File: src/rtl/ssi_pkg.sv
package ssi_pkg;

    localparam int WORD_W   = 32;
    localparam int BIDX_W   = $clog2(WORD_W);
    localparam int TAIL_LEN = 3;

    typedef enum logic [1:0] {
        ST_IDLE,
        ST_LEAD,
        ST_SEND,
        ST_TAIL
    } seq_state_e;

    typedef enum logic [1:0] {
        FS_BLOCK = 2'd0,
        FS_8     = 2'd1,
        FS_16    = 2'd2,
        FS_32    = 2'd3
    } field_size_e;

    // Serial period in which the first framing pulse is placed.
    function automatic logic [2:0] frame_period(input logic fast);
        return fast ? 3'd4 : 3'd3;
    endfunction

    // True when the bit with in-word index nb opens a new field.
    function automatic logic field_start(input field_size_e fs,
                                         input logic [BIDX_W-1:0] nb);
        case (fs)
            FS_8:    return nb[2:0] == 3'd0;
            FS_16:   return nb[3:0] == 4'd0;
            FS_32:   return nb == '0;
            default: return 1'b0;
        endcase
    endfunction

endpackage

File: src/rtl/ssi_clkgen.sv
module ssi_clkgen #(
    parameter int DIV_HALF = 2
) (
    input  logic clk,
    input  logic rst,
    input  logic fast,
    output logic sclk_q,
    output logic rise
);
    localparam int CW = $clog2(2 * DIV_HALF + 1);

    logic [CW-1:0] cnt;
    logic [CW-1:0] half;
    logic          tick;

    always_comb begin
        half = fast ? CW'(DIV_HALF) : CW'(2 * DIV_HALF);
        tick = (cnt >= half - 1'b1);
        rise = tick && !sclk_q;
    end

    always_ff @(posedge clk) begin
        if (rst) begin
            cnt    <= '0;
            sclk_q <= 1'b0;
        end else if (tick) begin
            cnt    <= '0;
            sclk_q <= !sclk_q;
        end else begin
            cnt <= cnt + 1'b1;
        end
    end
endmodule

File: src/rtl/ssi_shifter.sv
module ssi_shifter #(
    parameter int WORD_W = 32
) (
    input  logic              clk,
    input  logic              rst,
    input  logic              capture,
    input  logic [WORD_W-1:0] mem_data,
    input  logic              load,
    input  logic              adv,
    output logic              bit_out
);
    logic [WORD_W-1:0] hold_q;
    logic [WORD_W-1:0] shreg_q;

    always_ff @(posedge clk) begin
        if (rst) begin
            hold_q  <= '0;
            shreg_q <= '0;
        end else begin
            if (capture) hold_q <= mem_data;
            if (load)
                shreg_q <= hold_q;
            else if (adv)
                shreg_q <= {shreg_q[WORD_W-2:0], 1'b0};
        end
    end

    assign bit_out = shreg_q[WORD_W-1];
endmodule

File: src/rtl/ssi_seq.sv
module ssi_seq
    import ssi_pkg::*;
#(
    parameter int AW = 7
) (
    input  logic          clk,
    input  logic          rst,
    input  logic          rise,
    input  logic          sync_i,
    input  logic          fast,
    input  field_size_e   fsize,
    input  logic [AW-1:0] start_addr,
    input  logic [AW-1:0] end_addr,
    output logic [AW-1:0] addr_q,
    output logic          rd_q,
    output logic          capture,
    output logic          load,
    output logic          win_q,
    output logic          pulse_q,
    output logic          busy
);
    seq_state_e        st_q;
    logic [2:0]        cnt_q;
    logic [BIDX_W-1:0] bidx_q;
    logic              pend_q;
    logic              rd_dly_q;
    logic              last_bit;

    assign busy     = (st_q != ST_IDLE);
    assign capture  = rd_dly_q;
    assign load     = rise && (st_q == ST_SEND) && (bidx_q == '0);
    assign last_bit = (bidx_q == BIDX_W'(WORD_W - 1)) && (addr_q == end_addr);

    always_ff @(posedge clk) begin
        if (rst) begin
            st_q     <= ST_IDLE;
            cnt_q    <= '0;
            bidx_q   <= '0;
            addr_q   <= '0;
            pend_q   <= 1'b0;
            win_q    <= 1'b0;
            pulse_q  <= 1'b0;
            rd_q     <= 1'b0;
            rd_dly_q <= 1'b0;
        end else begin
            rd_q     <= 1'b0;
            rd_dly_q <= rd_q;
            if (rise && st_q == ST_IDLE) pend_q <= 1'b0;
            if (sync_i && st_q == ST_IDLE) pend_q <= 1'b1;
            if (rise) begin
                case (st_q)
                    ST_IDLE: begin
                        pulse_q <= 1'b0;
                        if (pend_q && start_addr <= end_addr) begin
                            st_q  <= ST_LEAD;
                            cnt_q <= 3'd1;
                            win_q <= 1'b1;
                        end
                    end
                    ST_LEAD: begin
                        cnt_q <= cnt_q + 3'd1;
                        if (cnt_q + 3'd1 == frame_period(fast)) begin
                            pulse_q <= 1'b1;
                            rd_q    <= 1'b1;
                            addr_q  <= start_addr;
                            bidx_q  <= '0;
                            st_q    <= ST_SEND;
                        end
                    end
                    ST_SEND: begin
                        bidx_q  <= bidx_q + 1'b1;
                        pulse_q <= !last_bit && field_start(fsize, bidx_q + 1'b1);
                        if (bidx_q == BIDX_W'(WORD_W - 1)) begin
                            if (addr_q == end_addr) begin
                                st_q  <= ST_TAIL;
                                cnt_q <= '0;
                            end else begin
                                addr_q <= addr_q + 1'b1;
                                rd_q   <= 1'b1;
                            end
                        end
                    end
                    default: begin
                        pulse_q <= 1'b0;
                        if (cnt_q == 3'(TAIL_LEN)) begin
                            win_q <= 1'b0;
                            st_q  <= ST_IDLE;
                        end else begin
                            cnt_q <= cnt_q + 3'd1;
                        end
                    end
                endcase
            end
        end
    end
endmodule

File: src/rtl/ssi_streamer.sv
module ssi_streamer
    import ssi_pkg::*;
#(
    parameter int AW       = 7,
    parameter int DIV_HALF = 2
) (
    input  logic          clk,
    input  logic          rst,
    input  logic          sync_i,
    input  logic          rdy_i,
    input  logic          cfg_fast,
    input  logic          cfg_gate,
    input  logic [1:0]    cfg_fsize,
    input  logic          cfg_fpol,
    input  logic [AW-1:0] cfg_start,
    input  logic [AW-1:0] cfg_end,
    output logic          mem_rd_o,
    output logic [AW-1:0] mem_addr_o,
    input  logic [31:0]   mem_data_i,
    output logic          sclk_o,
    output logic          sdata_o,
    output logic          sfr_o
);
    logic sclk_q;
    logic rise;
    logic capture;
    logic load;
    logic win_q;
    logic pulse_q;
    logic busy;
    logic rdy_unused;

    assign rdy_unused = rdy_i;

    ssi_clkgen #(.DIV_HALF(DIV_HALF)) u_clk (
        .clk    (clk),
        .rst    (rst),
        .fast   (cfg_fast),
        .sclk_q (sclk_q),
        .rise   (rise)
    );

    ssi_seq #(.AW(AW)) u_seq (
        .clk        (clk),
        .rst        (rst),
        .rise       (rise),
        .sync_i     (sync_i),
        .fast       (cfg_fast),
        .fsize      (field_size_e'(cfg_fsize)),
        .start_addr (cfg_start),
        .end_addr   (cfg_end),
        .addr_q     (mem_addr_o),
        .rd_q       (mem_rd_o),
        .capture    (capture),
        .load       (load),
        .win_q      (win_q),
        .pulse_q    (pulse_q),
        .busy       (busy)
    );

    ssi_shifter #(.WORD_W(WORD_W)) u_shift (
        .clk      (clk),
        .rst      (rst),
        .capture  (capture),
        .mem_data (mem_data_i),
        .load     (load),
        .adv      (rise),
        .bit_out  (sdata_o)
    );

    assign sclk_o = sclk_q && (win_q || !cfg_gate);
    assign sfr_o  = pulse_q ^ cfg_fpol;
endmodule

File: config.mk
export PLATFORM = sky130hd
export DESIGN_NAME = ssi_streamer
export DESIGN_NICKNAME = d
export VERILOG_FILES = /design/src/rtl/ssi_pkg.sv /design/src/rtl/ssi_clkgen.sv /design/src/rtl/ssi_shifter.sv /design/src/rtl/ssi_seq.sv /design/src/rtl/ssi_streamer.sv
export SDC_FILE = /design/constraint.sdc
export NUM_CORES = 1
export LEC_CHECK = 0
export ABC_CLOCK_PERIOD_IN_PS = 2100
export BUFFER_PORTS_ARGS = -buffer_cell sky130_fd_sc_hd__buf_2
export CAP_MARGIN = 20
export CORE_UTILIZATION = 51
export DETAILED_ROUTE_END_ITERATION = 8
export PLACE_DENSITY_LB_ADDON = 0.15
export SLEW_MARGIN = 20
export SYNTH_ARGS = -nofsm -noshare
export SYNTH_HDL_FRONTEND = slang
export SYNTH_SLANG_ARGS = --single-unit
File: constraint.sdc
create_clock -name clk -period 2.1 [get_ports clk]
set_clock_uncertainty 0.1 [all_clocks]
set_input_delay 0.21 -clock clk [delete_from_list [all_inputs] [get_ports clk]]
set_output_delay 0.21 -clock clk [all_outputs]
set_load 0.02 [all_outputs]
## Word level (Yosys, flattened, before mapping)

Cells that the tools add are included.

| operators by class | value |
|---|---|
| $add $sub $neg | 5 |
| order comparisons | 2 |
| eq/ne operators | 15 |
| multiplexer cells | 36 |
| bitwise operators | 3 |
| reduce and logical (&&, ||, !) cells | 32 |

Operators with widths:

| cell | count |
|---|---|
| $mux 32 | 2 |
| $mux 7 | 3 |
| $mux 3 | 6 |
| $pmux 7 s2 | 1 |
| $mux 1 | 11 |
| $logic_not 5->1 | 2 |
| $mux 2 | 5 |
| $pmux 5 s2 | 1 |
| $reduce_and 5->1 | 2 |
| $logic_and 1x1->1 | 9 |
| $pmux 3 s3 | 1 |
| $ne 2x2->1 const B | 4 |
| $reduce_bool 2->1 | 4 |
| $add 7x1->7 const B | 1 |
| $eq 7x7->1 | 1 |
| $le 7x7->1 | 1 |
| $add 3x1->3 const B | 2 |
| $eq 2x2->1 const B | 3 |
| $pmux 1 s2 | 3 |
| $pmux 2 s3 | 1 |
| $reduce_and 6->1 | 1 |
| $reduce_or 2->1 | 3 |
| $add 5x1->5 const B | 1 |
| $eq 5x5->1 const B | 1 |
| other kinds (20) | 24 |

| word-level totals | value |
|---|---|
| bits in registers | 90 |
| output and inout port bits | 11 |
| logic and storage cells | 106 |

## Logic depth before layout (Yosys ltp)

| depth | value |
|---|---|
| word-level depth | 8 |
| gate-level depth with buffers | 8 |

## By module

Synthesis repeated with hierarchy kept, for this count alone.

| unflattened totals | value |
|---|---|
| cells, all modules | 464 |
| area total of the unflattened synthesis | 4608.2 sq um |

Modules (own cells, without submodules):

| module | times used | cells each | area each (sq um) | sequential area each (sq um) |
|---|---|---|---|---|
| ssi_shifter | 1 | 246 | 2786.4 | 1281.2 |
| ssi_seq | 1 | 199 | 1631.6 | 440.4 |
| ssi_clkgen | 1 | 16 | 170.2 | 80.1 |
| ssi_streamer | 1 | 3 | 20.0 | 0.0 |

## Least setup slack after synthesis

Ideal clock, no wire load.

| timing path | value |
|---|---|
| path type | flip-flop to flip-flop |
| start point | register u_seq.cnt_q[0] |
| end point | register u_seq.addr_q[0] |
| library setup time | 103 ps |
| arrival | 1932 ps |
| required time | 1897 ps |
| setup slack | -35 ps |
| cell stages (with the launch flop) | 8 |
| period minus slack after synthesis | 2135 ps |
| cells stage by stage | dfxtp_1 -> ha_1 -> ha_1 -> and4bb_2 -> o311a_1 -> o21ai_1 -> nor2b_1 -> a2111oi_2 |

| between the ends | value |
|---|---|
| word-level cells in the longest chain between the ends | 4 |

Ends and longest elaborated chain:

| element | RTL line | source |
|---|---|---|
| from (decl) | ssi_seq.sv:23 | `logic [2:0] cnt_q;` |
| from (signal assigned) | ssi_seq.sv:61 | `cnt_q <= cnt_q + 3'd1;` |
| from (signal assigned) | ssi_seq.sv:89 | `cnt_q <= cnt_q + 3'd1;` |
| $add 3x1->3 | ssi_seq.sv:62 | `if (cnt_q + 3'd1 == frame_period(fast)) begin` |
| $eq 3x3->1 | ssi_seq.sv:62 |  |
| $ne 2x1->1 (no line) | -- |  |
| $reduce_and 5->1 (no line) | -- |  |
| to (signal assigned) | ssi_seq.sv:65 | `addr_q <= start_addr;` |
| to (signal assigned) | ssi_seq.sv:78 | `addr_q <= addr_q + 1'b1;` |
| to (decl) | ssi_seq.sv:14 | `output logic [AW-1:0] addr_q,` |

Every way passes these cells.
A chain may end at the register's enable or synchronous reset.

## Worst setup path in the final report

| timing path | value |
|---|---|
| start point | register u_seq.cnt_q[1] |
| end point | register u_seq.addr_q[3] |

The elaborated chain is that of the path after synthesis.

==> results.md <==
- The checks that failed: hold timing, setup timing.
- The cell that appears most often on the critical path is sky130_fd_sc_hd__ha_4.
- By count the netlist is led by sky130_fd_sc_hd__dfxtp_1, sky130_fd_sc_hd__nor2_1, sky130_fd_sc_hd__mux2i_1.
- At the pin with the least slew margin, the transition time is 0.412 ns.
- Clock tree synthesis found a total of 90 sinks.
- The multi-input gate area in the final layout is 2490 µm².
- The worst setup path is captured at a flop.
- Walking the worst path, the cells encountered are ha_4, ha_4, and4bb_2, o311ai_4, buf_12, buf_6, a221o_1, a32o_1.
- The sum of routed wire length over all layers is 9.78 mm.
- The number of DRC violations after detailed routing is 0.
- The layer flagged by global routing as most heavily used is met2.
- The first global-routing pass estimated 16.5 mm of wire.
- The number of max-capacitance violations reported is 0.
- Averaged over all synthesized cells, the footprint is 9.40 µm².
- From bottom edge to top edge, the die measures 94.2 µm.
- The total count of max-transition violations in the final report was 0.
- The number of nets in the synthesized netlist is 535.
- 0 antenna diodes ended up in the layout.
- Net switching is 30.1% of the power.
- The clock power share is 30.2%.
- The wire-length estimate of the detail-placed layout is 6.55 mm.
- The number of distinct library cell variants in the gate-level netlist after synthesis is 55.
- Dividing the detail-routed wire length by the instance count gives 14.5 µm.
- After layout, the worst setup slack is -0.0607 ns.
- The I/O pin count is 66.
- The initial antenna violation count is 0.
- The worst setup slack before clock tree synthesis is -0.163 ns.
- Of the synthesized area, sequential elements account for 41.6%.
- The final layout contains 638 nets.
- By area the synthesized netlist is led by sky130_fd_sc_hd__dfxtp_1, sky130_fd_sc_hd__mux2i_1, sky130_fd_sc_hd__nor2_1.
- The total CTS buffers is 9.
- The critical path's slowest cell is sky130_fd_sc_hd__dfxtp_2.
- The tree is rooted in a sky130_fd_sc_hd__clkbuf_8.
- For this block, the via count after detailed routing is 3727.
- For this run the aggregate overflow at the end of global routing stands at 0.
- The leading register cell type out of synthesis is sky130_fd_sc_hd__dfxtp_1.
- From synthesis to final layout, the design area changed by 28.7%.
- The CTS tree is built.
- For the finished layout, the period the worst path requires is 2.16 ns.
- Counting flops and latches in the post-synthesis netlist gives 90.
- In this run, the number of DRC markers left after iteration 0 of detailed routing was 147.
- The setup-violating endpoint count in the final report is 3.
- The initial utilization of the core area, before any placement, comes to 52.7%.
- The leading area contributor after synthesis is sky130_fd_sc_hd__dfxtp_1.
- In this run the standard cell core region covers 8220 µm².
- Counting every instance in the synthesized netlist gives 461.
- The number of global-route vias before repair is 3646.
- The buffers plus inverters on the worst setup path is 2.
- The largest incremental delay on the critical path is 0.36 ns.
- The proportion of register bits with asynchronous set or reset after synthesis is 0%.
- Setup repair after global routing could not meet its margin everywhere.
- The most common cell in the netlist is sky130_fd_sc_hd__dfxtp_1.
- The number of input and output port buffers inserted is 64.
- The routing usage on met2 is 39.5%.
- The number of endpoints with negative hold slack in the final report came to 1.
- The maximum number of buffers from clock root to sink is 2.
- For met3 alone, demand over resource in global routing was 3.72%.
- The via count normalized by instance count is 5.54.
- The data required time of the critical path is 2.27 ns.
- Across all hold checks on the routed design, the worst slack comes to -0.00197 ns.
- The achievable frequency is 0.463 GHz.
- The pin count of the biggest net entering global routing is 64.
- The largest fanout of any net on the critical path is 5.
- Counting flops with a built-in enable in the synthesized netlist gives 0.
- The portion of synthesized cell area occupied by the leading cell type is 41.6%.
- Global routing used 29.7% of the available met1 tracks.
- The number of inserted filler cells in the final layout is 667.
- The critical path class is reg2reg.
- The cell area after synthesis is 4330 µm².
- The post-place instance area is 4860 µm².
- The detail route stage leaves a number of antenna-violating nets equal to 0.
- At the end of routability-driven placement, the weighted congestion stood at 0.902.
- The type of origin of the critical path is a flop.
- Among cell families on the critical path, the largest total delay comes from compound AO/OA/AOI/OAI gates.
- Of the available clock period, the critical path in the final layout requires 103%.
- The clock tree synthesis step divided the H-tree into 3 levels.
- Dividing total power by cell area gives a power density of 722 nW/µm².
- IR analysis of the VDD net gives a maximum drop of 438 µV.
- The internal power consumption is 0.00282 W.
- Of the total power, registers draw 48.2%.
- The row count is 33.
- Summed over all nets, the switching power comes to 0.00121 W.
- The number of synthesis warnings is 0.
- The clock edge transition at the registers on the reported setup and hold paths is 0.10 ns.
- The leakage dissipation is 2.01 nW.
- STA puts the critical path data arrival time at 2.33 ns.
- Cells with a size suffix above 1 make up 25.0% of the layout.
- The run finished, with violations left.
- The proportion of power drawn by combinational gates is 21.6%.
- The worst max-slew margin expressed relative to the limit is 72.4%.
- The tightest min-delay check is of the in2reg type.
- The sequential cells in the finished layout cover a total of 1810 µm².
- The post-layout instance area is 5580 µm².
- Before antenna repair, the detailed router went through 5 iterations.
- The horizontal die dimension is 94.2 µm.
- In the global route stage, overall resource usage came out at 23.4%.
- The area of the die is 8870 µm².
- At the later pin of the worst-skew pair, clock insertion delay measures 0.36 ns.
-- worst paths after layout --
check | endpoint | start | slack, ns | cells after the start
hold reg to reg | u_seq.capture$_SDFF_PP0_ | u_seq.rd_q$_SDFF_PP0_ | 0.36 | 1
hold / removal | u_shift.hold_q[20]$_SDFFE_PP0P_ | mem_data_i[20] | -0.002 | 3
setup reg to reg | u_seq.addr_q[3]$_SDFFE_PP0P_ | u_seq.cnt_q[1]$_SDFFE_PP0P_ | -0.06 | 8
setup / recovery | u_seq.addr_q[3]$_SDFFE_PP0P_ | u_seq.cnt_q[1]$_SDFFE_PP0P_ | -0.06 | 8
-- metal layers --
layer	vias up	share of wire, %
met2	73	48
li1	1884	-
met5	-	0
met4	0	1.6
met1	1756	47
met3	14	3.5
-- final cells by class --
type | count | share of cell area (%)
timing repair buffer | 118 | 15.6
clock inverter | 6 | 1.41
clock buffer | 9 | 2.22
inverter | 20 | 1.35
sequential | 90 | 32.4
tap | 105 | 2.36
multi-input combinational | 325 | 44.7
-- metrics by stage --
stage | TNS [ns] | power, W | instances | utilization (%) | hold WS (ns)
floorplan | 0 | 0.00249 | 461 | - | 0.254
global placement | -0.595 | 0.00268 | 621 | 59.2 | 0.340
detailed placement | -1.66 | 0.00271 | 621 | 59.2 | 0.344
CTS | -0.118 | 0.00403 | 669 | 66.4 | 0.000795
global route | -0.387 | 0.00425 | 673 | 67.9 | 0.0123
finish | -0.138 | 0.00403 | 673 | 67.9 | -0.00197
-- power groups by stage --
stage	logic (W)	clock network (W)	registers, W
finish	0.000871	0.00122	0.00194
global route	0.000980	0.00131	0.00196
CTS	0.000843	0.00124	0.00194
detailed placement	0.000736	0	0.00198
global placement	0.000712	0	0.00197
floorplan	0.000525	0	0.00196
-- layout by cell type, fill, tap and decap left out, types with 16 or more instances in the layout --
master	instances
sky130_fd_sc_hd__mux2i_1	66
sky130_fd_sc_hd__nand2_1	18
sky130_fd_sc_hd__inv_1	16
sky130_fd_sc_hd__buf_2	64
sky130_fd_sc_hd__dfxtp_1	85
sky130_fd_sc_hd__nor2_1	75
sky130_fd_sc_hd__buf_4	16
sky130_fd_sc_hd__a21oi_1	17
sky130_fd_sc_hd__dlygate4sd3_1	28
sky130_fd_sc_hd__a211oi_1	33
-- flip-flops by register name (all words and copies together), names as in the netlist, 2 cells and up --
register	count
u_seq.cnt_q	3
u_seq.st_q	2
u_shift.shreg_q	32
u_seq.bidx_q	5
u_seq.addr_q	7
u_clk.cnt	3
u_shift.hold_q	32
-- worst reg2reg max path: stages, from the launching register on --
cell and delay, ns:
sky130_fd_sc_hd__dfxtp_2 0.36, sky130_fd_sc_hd__ha_4 0.16, sky130_fd_sc_hd__ha_4 0.26, sky130_fd_sc_hd__and4bb_2 0.27, sky130_fd_sc_hd__o311ai_4 0.12, sky130_fd_sc_hd__buf_12 0.16
sky130_fd_sc_hd__buf_6 0.11, sky130_fd_sc_hd__a221o_1 0.27, sky130_fd_sc_hd__a32o_1 0.26
-- cells by family (layout without fill, tap and decap cells) --
logic type	after synthesis	after routing	share of synthesized area, %
and+or+nand+nor	134	134	14.4
xor gates and xnor gates	9	9	1.82
DFF	90	90	41.6
buffers and inverters	46	153	4.27
adders and majority gates	19	19	5.49
muxes	66	66	15.2
AOI/OAI and AO/OA	97	97	17.2
-- what timing repair did --
item | 4_1_cts | 5_1_grt
pin swaps | 8 | 11
setup endpoints to repair | 15 | 50
resized for setup | 12 | 22
gates cloned | 0 | 0
hold buffers | 28 | 0
hold endpoints to repair | 28 | 0
buffers inserted | 5 | 4
Power figures use the tool's default switching activity.
